<file path="config.mk">
export PLATFORM = sky130hd
export DESIGN_NAME = cbr_refresh_sched
export DESIGN_NICKNAME = d
export VERILOG_FILES = /design/src/rtl/cbr_refresh_sched.sv
export SDC_FILE = /design/constraint.sdc
export NUM_CORES = 1
export LEC_CHECK = 0
export CORE_ASPECT_RATIO = 1.25
export CORE_MARGIN = 3
export CORE_UTILIZATION = 31
export CTS_CLUSTER_SIZE = 10
export DETAILED_ROUTE_END_ITERATION = 10
export RECOVER_POWER = 100
export SLEW_MARGIN = 0
export SYNTH_ARGS = -nofsm -noshare
export SYNTH_HDL_FRONTEND = slang
export SYNTH_SLANG_ARGS = --single-unit
</file>
<file path="constraint.sdc">
create_clock -name clk -period 2.42 [get_ports clk]
set_clock_uncertainty 0.1 [all_clocks]
set_input_delay 0.242 -clock clk [delete_from_list [all_inputs] [get_ports clk]]
set_output_delay 0.242 -clock clk [all_outputs]
set_load 0.01 [all_outputs]
</file>
<file path="src/rtl/cbr_refresh_sched.sv">
module cbr_refresh_sched #(
  parameter int PAUSE_CYC    = 10000,
  parameter int INIT_CYC     = 8,
  parameter int INTERVAL_CYC = 1560,
  parameter int PEND_MAX     = 4,
  parameter int LEAD_CYC     = 1,
  parameter int CSR_CYC      = 1,
  parameter int CHR_CYC      = 1,
  parameter int RAS_CYC      = 6,
  parameter int RP_CYC       = 4
) (
  input  logic clk,
  input  logic rst_n,
  input  logic ref_gnt,
  output logic ref_req,
  output logic init_done,
  output logic ras_n,
  output logic ucas_n,
  output logic lcas_n,
  output logic we_n
);
  localparam int PW = $clog2(PAUSE_CYC + 1);
  localparam int IW = $clog2(INIT_CYC + 1);
  localparam int TW = $clog2(INTERVAL_CYC);
  localparam int QW = $clog2(PEND_MAX + 1);
  localparam int SW = $clog2(LEAD_CYC + CSR_CYC + RAS_CYC + RP_CYC + 1);

  typedef enum logic [2:0] {S_IDLE, S_LEAD, S_CSR, S_RAS, S_PRE} phase_e;

  phase_e          state;
  logic [SW-1:0]   cnt, lim;
  logic [PW-1:0]   pcnt;
  logic [IW-1:0]   init_left;
  logic [TW-1:0]   tcnt;
  logic [QW-1:0]   pend;
  logic            pause_done, need, start, last, done, tick, use_pend;

  assign pause_done = (pcnt == PW'(PAUSE_CYC));
  assign need       = pause_done && (init_left != '0 || pend != '0);
  assign ref_req    = need && (state == S_IDLE);
  assign start      = ref_req && ref_gnt;
  assign init_done  = pause_done && (init_left == '0);
  assign tick       = init_done && (tcnt == TW'(INTERVAL_CYC - 1));
  assign last       = (cnt == lim);
  assign done       = (state == S_PRE) && last;
  assign use_pend   = done && (init_left == '0);

  always_comb begin
    case (state)
      S_LEAD:  lim = SW'(LEAD_CYC - 1);
      S_CSR:   lim = SW'(CSR_CYC - 1);
      S_RAS:   lim = SW'(RAS_CYC - 1);
      default: lim = SW'(RP_CYC - 1);
    endcase
  end

  assign ras_n  = (state != S_RAS);
  assign ucas_n = !((state == S_CSR) || (state == S_RAS && cnt < SW'(CHR_CYC)));
  assign lcas_n = ucas_n;
  assign we_n   = 1'b1;

  always_ff @(posedge clk) begin
    if (!rst_n) begin
      state <= S_IDLE;
      cnt   <= '0;
    end else begin
      case (state)
        S_IDLE: if (start) begin state <= S_LEAD; cnt <= '0; end
        S_LEAD: if (last) begin state <= S_CSR; cnt <= '0; end else cnt <= cnt + 1'b1;
        S_CSR:  if (last) begin state <= S_RAS; cnt <= '0; end else cnt <= cnt + 1'b1;
        S_RAS:  if (last) begin state <= S_PRE; cnt <= '0; end else cnt <= cnt + 1'b1;
        S_PRE:  if (last) begin state <= S_IDLE; cnt <= '0; end else cnt <= cnt + 1'b1;
        default: state <= S_IDLE;
      endcase
    end
  end

  always_ff @(posedge clk) begin
    if (!rst_n) begin
      pcnt      <= '0;
      init_left <= IW'(INIT_CYC);
      tcnt      <= '0;
      pend      <= '0;
    end else begin
      if (!pause_done) pcnt <= pcnt + 1'b1;
      if (done && init_left != '0) init_left <= init_left - 1'b1;
      if (init_done) tcnt <= tick ? '0 : tcnt + 1'b1;
      if (tick && !use_pend && pend != QW'(PEND_MAX)) pend <= pend + 1'b1;
      else if (!tick && use_pend) pend <= pend - 1'b1;
    end
  end

  logic [SW-1:0] rlow;
  always_ff @(posedge clk) begin
    if (!rst_n) rlow <= '0;
    else if (!ras_n) rlow <= rlow + 1'b1;
    else rlow <= '0;
  end

  a_r8_ras_low_bound: assert property (@(posedge clk) disable iff (!rst_n)
    rlow <= SW'(RAS_CYC));
  a_r6_cas_before_ras: assert property (@(posedge clk) disable iff (!rst_n)
    $fell(ras_n) |-> (!ucas_n && $past(!ucas_n)));
  a_r7_we_and_cas_pair: assert property (@(posedge clk) disable iff (!rst_n)
    we_n && (ucas_n == lcas_n));
  a_r2_quiet_pause: assert property (@(posedge clk) disable iff (!rst_n)
    !pause_done |-> !ref_req);
  a_r5_req_held: assert property (@(posedge clk) disable iff (!rst_n)
    (ref_req && !ref_gnt) |=> ref_req);
  a_r3_init_sticky: assert property (@(posedge clk) disable iff (!rst_n)
    init_done |=> init_done);
endmodule

</file>
# After elaboration in Yosys (flattened, before gate mapping)
# Cells that the tools add are included.
[op_classes]
n_addsub = 6
muxes = 13
reduce_logical = 27
order_cmp = 1
n_eq_ne = 14
[op_table]
columns = ["cell", "count"]
rows = [
  ["$mux 3", 7],
  ["$pmux 3 s5", 1],
  ["$add 14x1->14 const B", 1],
  ["$eq 14x14->1 const B", 1],
  ["$logic_and 1x1->1", 12],
  ["$add 11x1->11 const B", 1],
  ["$eq 11x11->1 const B", 1],
  ["$mux 11", 1],
  ["$ne 2x2->1 const B", 5],
  ["$mux 4", 2],
  ["$pmux 4 s2", 1],
  ["$eq 3x2->1 const B", 2],
  ["$pmux 3 s2", 1],
  ["$reduce_and 5->1", 1],
  ["$add 4x1->4 const B", 1],
  ["$eq 4x4->1", 1],
  ["$logic_not 4->1", 1],
  ["$lt 4x1->1 const B", 1],
  ["$reduce_bool 2->1", 2],
  ["$reduce_bool 4->1", 1],
  ["$reduce_or 4->1", 1],
  ["$sub 4x1->4 const B", 1],
  ["$add 3x1->3 const B", 1],
  ["$eq 3x1->1 const B", 1],
  ["other kinds (10)", 13],
]
[totals]
register_bits = 39
word_cells = 67
inputBits = 3
out_inout_bits = 6

# Logic depth before layout (Yosys ltp)
[logic_depth]
ltp_word = 10
depth_mapped = 10
mapped_depth_nobuf = 10

# Worst setup path before layout
# No wires, ideal clock.
[synth_timing]
path_type = "flip-flop to flip-flop"
from = "reg tcnt[0]"
to = "reg pend[2]"
period_less_slack_ps = 2670
stages_incl_launch_ff = 9
required_ps = 2204
path_slack_ps = -250
path_buffers = 0
arrival_ps = 2453
cell_sequence = "dfxtp_1 ha_1 or4bb_1 nor4_1 nand3_1 fa_1 a311oi_1 a21oi_1 o211a_1"
[synth_via]
elab_chain_len = 5
elab_cells_between_ends = 8
classes_between = "eq/ne (1); mux (1); reduce/logical (6)"
[synth_lines]
columns = ["element", "line_no", "rtl"]
rows = [
  ["start, declared", "34", "logic [TW-1:0] tcnt;"],
  ["start signal, assigned", "87", "if (init_done) tcnt <= tick ? '0 : tcnt + 1'b1;"],
  ["$eq 11x11->1 (*)", "43", "assign tick = init_done && (tcnt == TW'(INTERVAL_CYC - 1));"],
  ["$logic_and 1x1->1 (*)", "43", ""],
  ["$logic_and 1x1->1 / $logic_not 1->1 (equally long branches)", "88, 89", ""],
  ["$logic_and 1x1->1, on equally long branches", "88, 89", ""],
  ["$mux 3 / $reduce_bool 2->1 (equally long branches)", "--", ""],
  ["end signal, assigned", "88", "if (tick && !use_pend && pend != QW'(PEND_MAX)) pend <= pend + 1'b1;"],
  ["end signal, assigned", "89", "else if (!tick && use_pend) pend <= pend - 1'b1;"],
  ["end, declared", "35", "logic [QW-1:0] pend;"],
]
# Every way passes the cells marked *; elsewhere a longest branch is shown, timed or not.
# A chain may end at the register's enable or synchronous reset.

# Final worst setup path
[layout_timing]
from = "reg pcnt[2]"
to = "out ref_req"
[layout_via]
elab_chain_len = 3
[layout_lines]
columns = ["element", "line_no", "rtl"]
rows = [
  ["start, declared", "32", "logic [PW-1:0] pcnt;"],
  ["start signal, assigned", "85", "if (!pause_done) pcnt <= pcnt + 1'b1;"],
  ["$eq 14x14->1", "38", "assign pause_done = (pcnt == PW'(PAUSE_CYC));"],
  ["$logic_and 1x1->1", "39", "assign need = pause_done && (init_left != '0 || pend != '0);"],
  ["$logic_and 1x1->1", "40", "assign ref_req = need && (state == S_IDLE);"],
  ["end, declared", "15", "output logic ref_req,"],
]
# Every way passes these cells.

==> results.yml <==
outcome:
  status: "finished clean"
route:
  vias_per_cell: 5.06
  antenna_left: 0
  first_iter_violations: 97
  first_pass_iters: 4
  vias: 1967
  wl_um: 4930
  drc: 0
  avgRoutedWirePerCell_um: 12.7
worst_setup_path:
  r2r_end: "pend[2]"
  critPathMaxStageDelay_ps: 580
  crit_chain: "or4_4 > or4_4 > nor3b_2 > buf_2"
  crit_required_ps: 2080
  cp-start-kind: "flop"
  path_buf_inv: 1
  r2r_slack_ps: 30
  path_max_fanout: 3
  cp_data_arrival_time_ps: 2050
  worstSetupPathType: "flop to output port"
  worst-path-stages: 4
  crit_top_cell: "or4_4"
  reg2reg_from: "pcnt[3]"
  crit_family: "simple AND/OR/NAND/NOR gates"
  crit_slowest_cell: "or4_4"
  reg2reg_depth: 9
  end_kind: "output port"
finish:
  num_antenna_cells: 0
  fillerInstances: 677
  drive_gt1_frac: 0.219
  finish.utilization: 0.411
  syn2layout_area_growth_pct: 26.5
  nets: 312
place:
  place_ws_ps: -158
  port_buffers: 7
  hpwl_um: 3540
  gp_congestion: 0.780
worst_hold_path:
  min_from: "tcnt[1]"
  min_to: "tcnt[1]"
  min_path_cells: 2
  hold_class: "flop to flop"
grt:
  grt_start_max_net_pins: 17
  antenna_found_initial: 0
  grt.overflow.total: 0
  grt_pass1_vias: 1907
  grt_usage: 0.133
  grt_pass1_wl_um: 8530
power:
  total_power_mw: 1.13
  vdd_drop_max_v: 0.000284
  power.density_mw_per_mm2: 412
  cellLeakagePower_nw: 0.984
yosys:
  synth.distinct_cells: 51
  synthesis.nets: 275
  synth_top_area_share: 0.359
  syn_inst: 264
  synth_common_cells: "dfxtp_1 (39), nor2_1 (37), nand2_1 (30)"
  ys_seq_elements: 39
  synth.avg_cell_area_um2: 8.23
  async_flop_share: 0
  synth_edf_count: 0
  yosysSeqAreaShare: 0.359
  synth.area.top_cells: "dfxtp_1 (36%), nor2_1 (6.4%), xnor2_1 (5.6%), nand2_1 (5.2%), ha_1 (4.0%)"
  synth.most_common_cell: "dfxtp_1"
  synth_top_area_cell: "dfxtp_1"
  netlist_area_mm2: 0.00217
  yosys_warnings: 0
  ys.flop_type: "dfxtp_1"
sta:
  setup_violations: 0
  worstMarginPinSlew_ps: 754
  timing.fmax_ghz: 0.418
  finalMaxSlewViolations: 0
  min_period_ps: 2390
  hold_viol_final: 0
  rsz0062_at_grt: "yes"
  holdWs_ps: 404
  period_share: 0.988
  slew_headroom: 0.497
  fin_ws_ps: 29.3
clock_network:
  postCtsHoldBufs: 0
  path_clk_slew_ps: 80
  clock_latency_ps: 290
  numCtsBuffers: 5
  cts_tree: "yes"
  cts_buffer_depth: 2
  numClockSinks: 39
  htreeDepth: 2
  root_buffer: "clkbuf_8"
floorplanning:
  fp-row-count: 33
  core_mm2: 0.00669
  die_y_um: 99.6
  start_util: 0.325
  dieWidth_um: 80.9
  die-area_mm2: 0.00806
  pin_count: 9
run:
  drv_cap: 0
[worst reg2reg max path: stages, from the launching register on]
cell	delay, ps
dfxtp_2	320
or4b_4	550
buf_6	150
nor2_4	70
and3_1	160
nand3_2	70
fa_2	360
a311oi_2	250
a21oi_1	70
o211a_1	200
[layer usage]
| metal | up-vias | wire, um | GRT usage |
|---|---|---|---|
| met5 | - | 0 | 0 |
| met4 | 0 | 115 | 0.0559 |
| met3 | 8 | 123 | 0.0290 |
| met2 | 21 | 2490 | 0.229 |
| met1 | 938 | 2200 | 0.157 |
| li1 | 1000 | - | - |
[stage by stage]
step	std cells	setup TNS [ps]	instance area (um2)
final	389	0	2750
after global routing	389	-69.3	2750
after CTS	389	-31.3	2720
after detailed placement	379	-299	2580
after global placement	379	-323	2580
after floorplan	264	0	2210
[layout by cell type, fill, tap and decap left out, types with 6 or more instances in the layout]
master / instances
xor2_1: 9
nand2_1: 30
buf_4: 27
nor3_1: 10
dfxtp_1: 36
a21oi_1: 12
nand4_1: 7
xnor2_1: 14
inv_1: 9
ha_1: 6
o21ai_0: 7
nor2_1: 35
nand3_1: 13
clkbuf_1: 6
[cell type report]
class / instances / area, um2 / share of cell area
Multi-Input combinational cell: 204 / 1420 / 0.515
Timing Repair Buffer: 41 / 320 / 0.117
Inverter: 10 / 37.5 / 0.0137
Clock inverter: 1 / 5.00 / 0.00182
Sequential cell: 39 / 785 / 0.285
Clock buffer: 7 / 76.3 / 0.0278
Tap cell: 87 / 109 / 0.0396
[logic make-up (layout without fill, tap and decap cells)]
group | after synthesis | after routing | synth area share
XOR/XNOR | 23 | 23 | 0.0927
buffers and inverters | 21 | 59 | 0.0437
AND/OR/NAND/NOR | 138 | 138 | 0.353
adder cells (fa/ha/maj) | 8 | 8 | 0.0495
multiplexers | 1 | 1 | 0.00518
AO/OA/AOI/OAI | 33 | 33 | 0.0944
other | 1 | 1 | 0.00173
flip-flops | 39 | 39 | 0.359
[sequential cells by signal (all words and copies together) (netlist names)]
register / flops
init_left: 4
pend: 3
tcnt: 11
cnt: 4
state: 3
pcnt: 14
[what timing repair did]
item                                   CTS  global route
pin swaps                                7             4
endpoints found under the hold margin    0             0
setup endpoints to repair                3            15
gates resized for setup                 21             8
buffers inserted                         2             0
[worst max-delay path by stage]
stage,start,endpoint,slack (ps)
3_3_place_gp,pcnt[2],init_done,-150
3_5_place_dp,pcnt[2],init_done,-160
2_1_floorplan,pcnt[4],pend[2],0.6
5_1_grt,pcnt[3],pend[2],-50
4_1_cts,tcnt[0],pend[2],-30
6_report,pcnt[2],ref_req,30
[where the power goes]
| group | switching, mW | leakage (nW) | total (mW) | internal, mW |
|---|---|---|---|---|
| sequential | 0.00185 | 0.316 | 0.647 | 0.645 |
| combinational | 0.0271 | 0.626 | 0.0478 | 0.0207 |
| clock | 0.236 | 0.0422 | 0.439 | 0.203 |
Note: power is estimated with default switching activity, not from simulation.
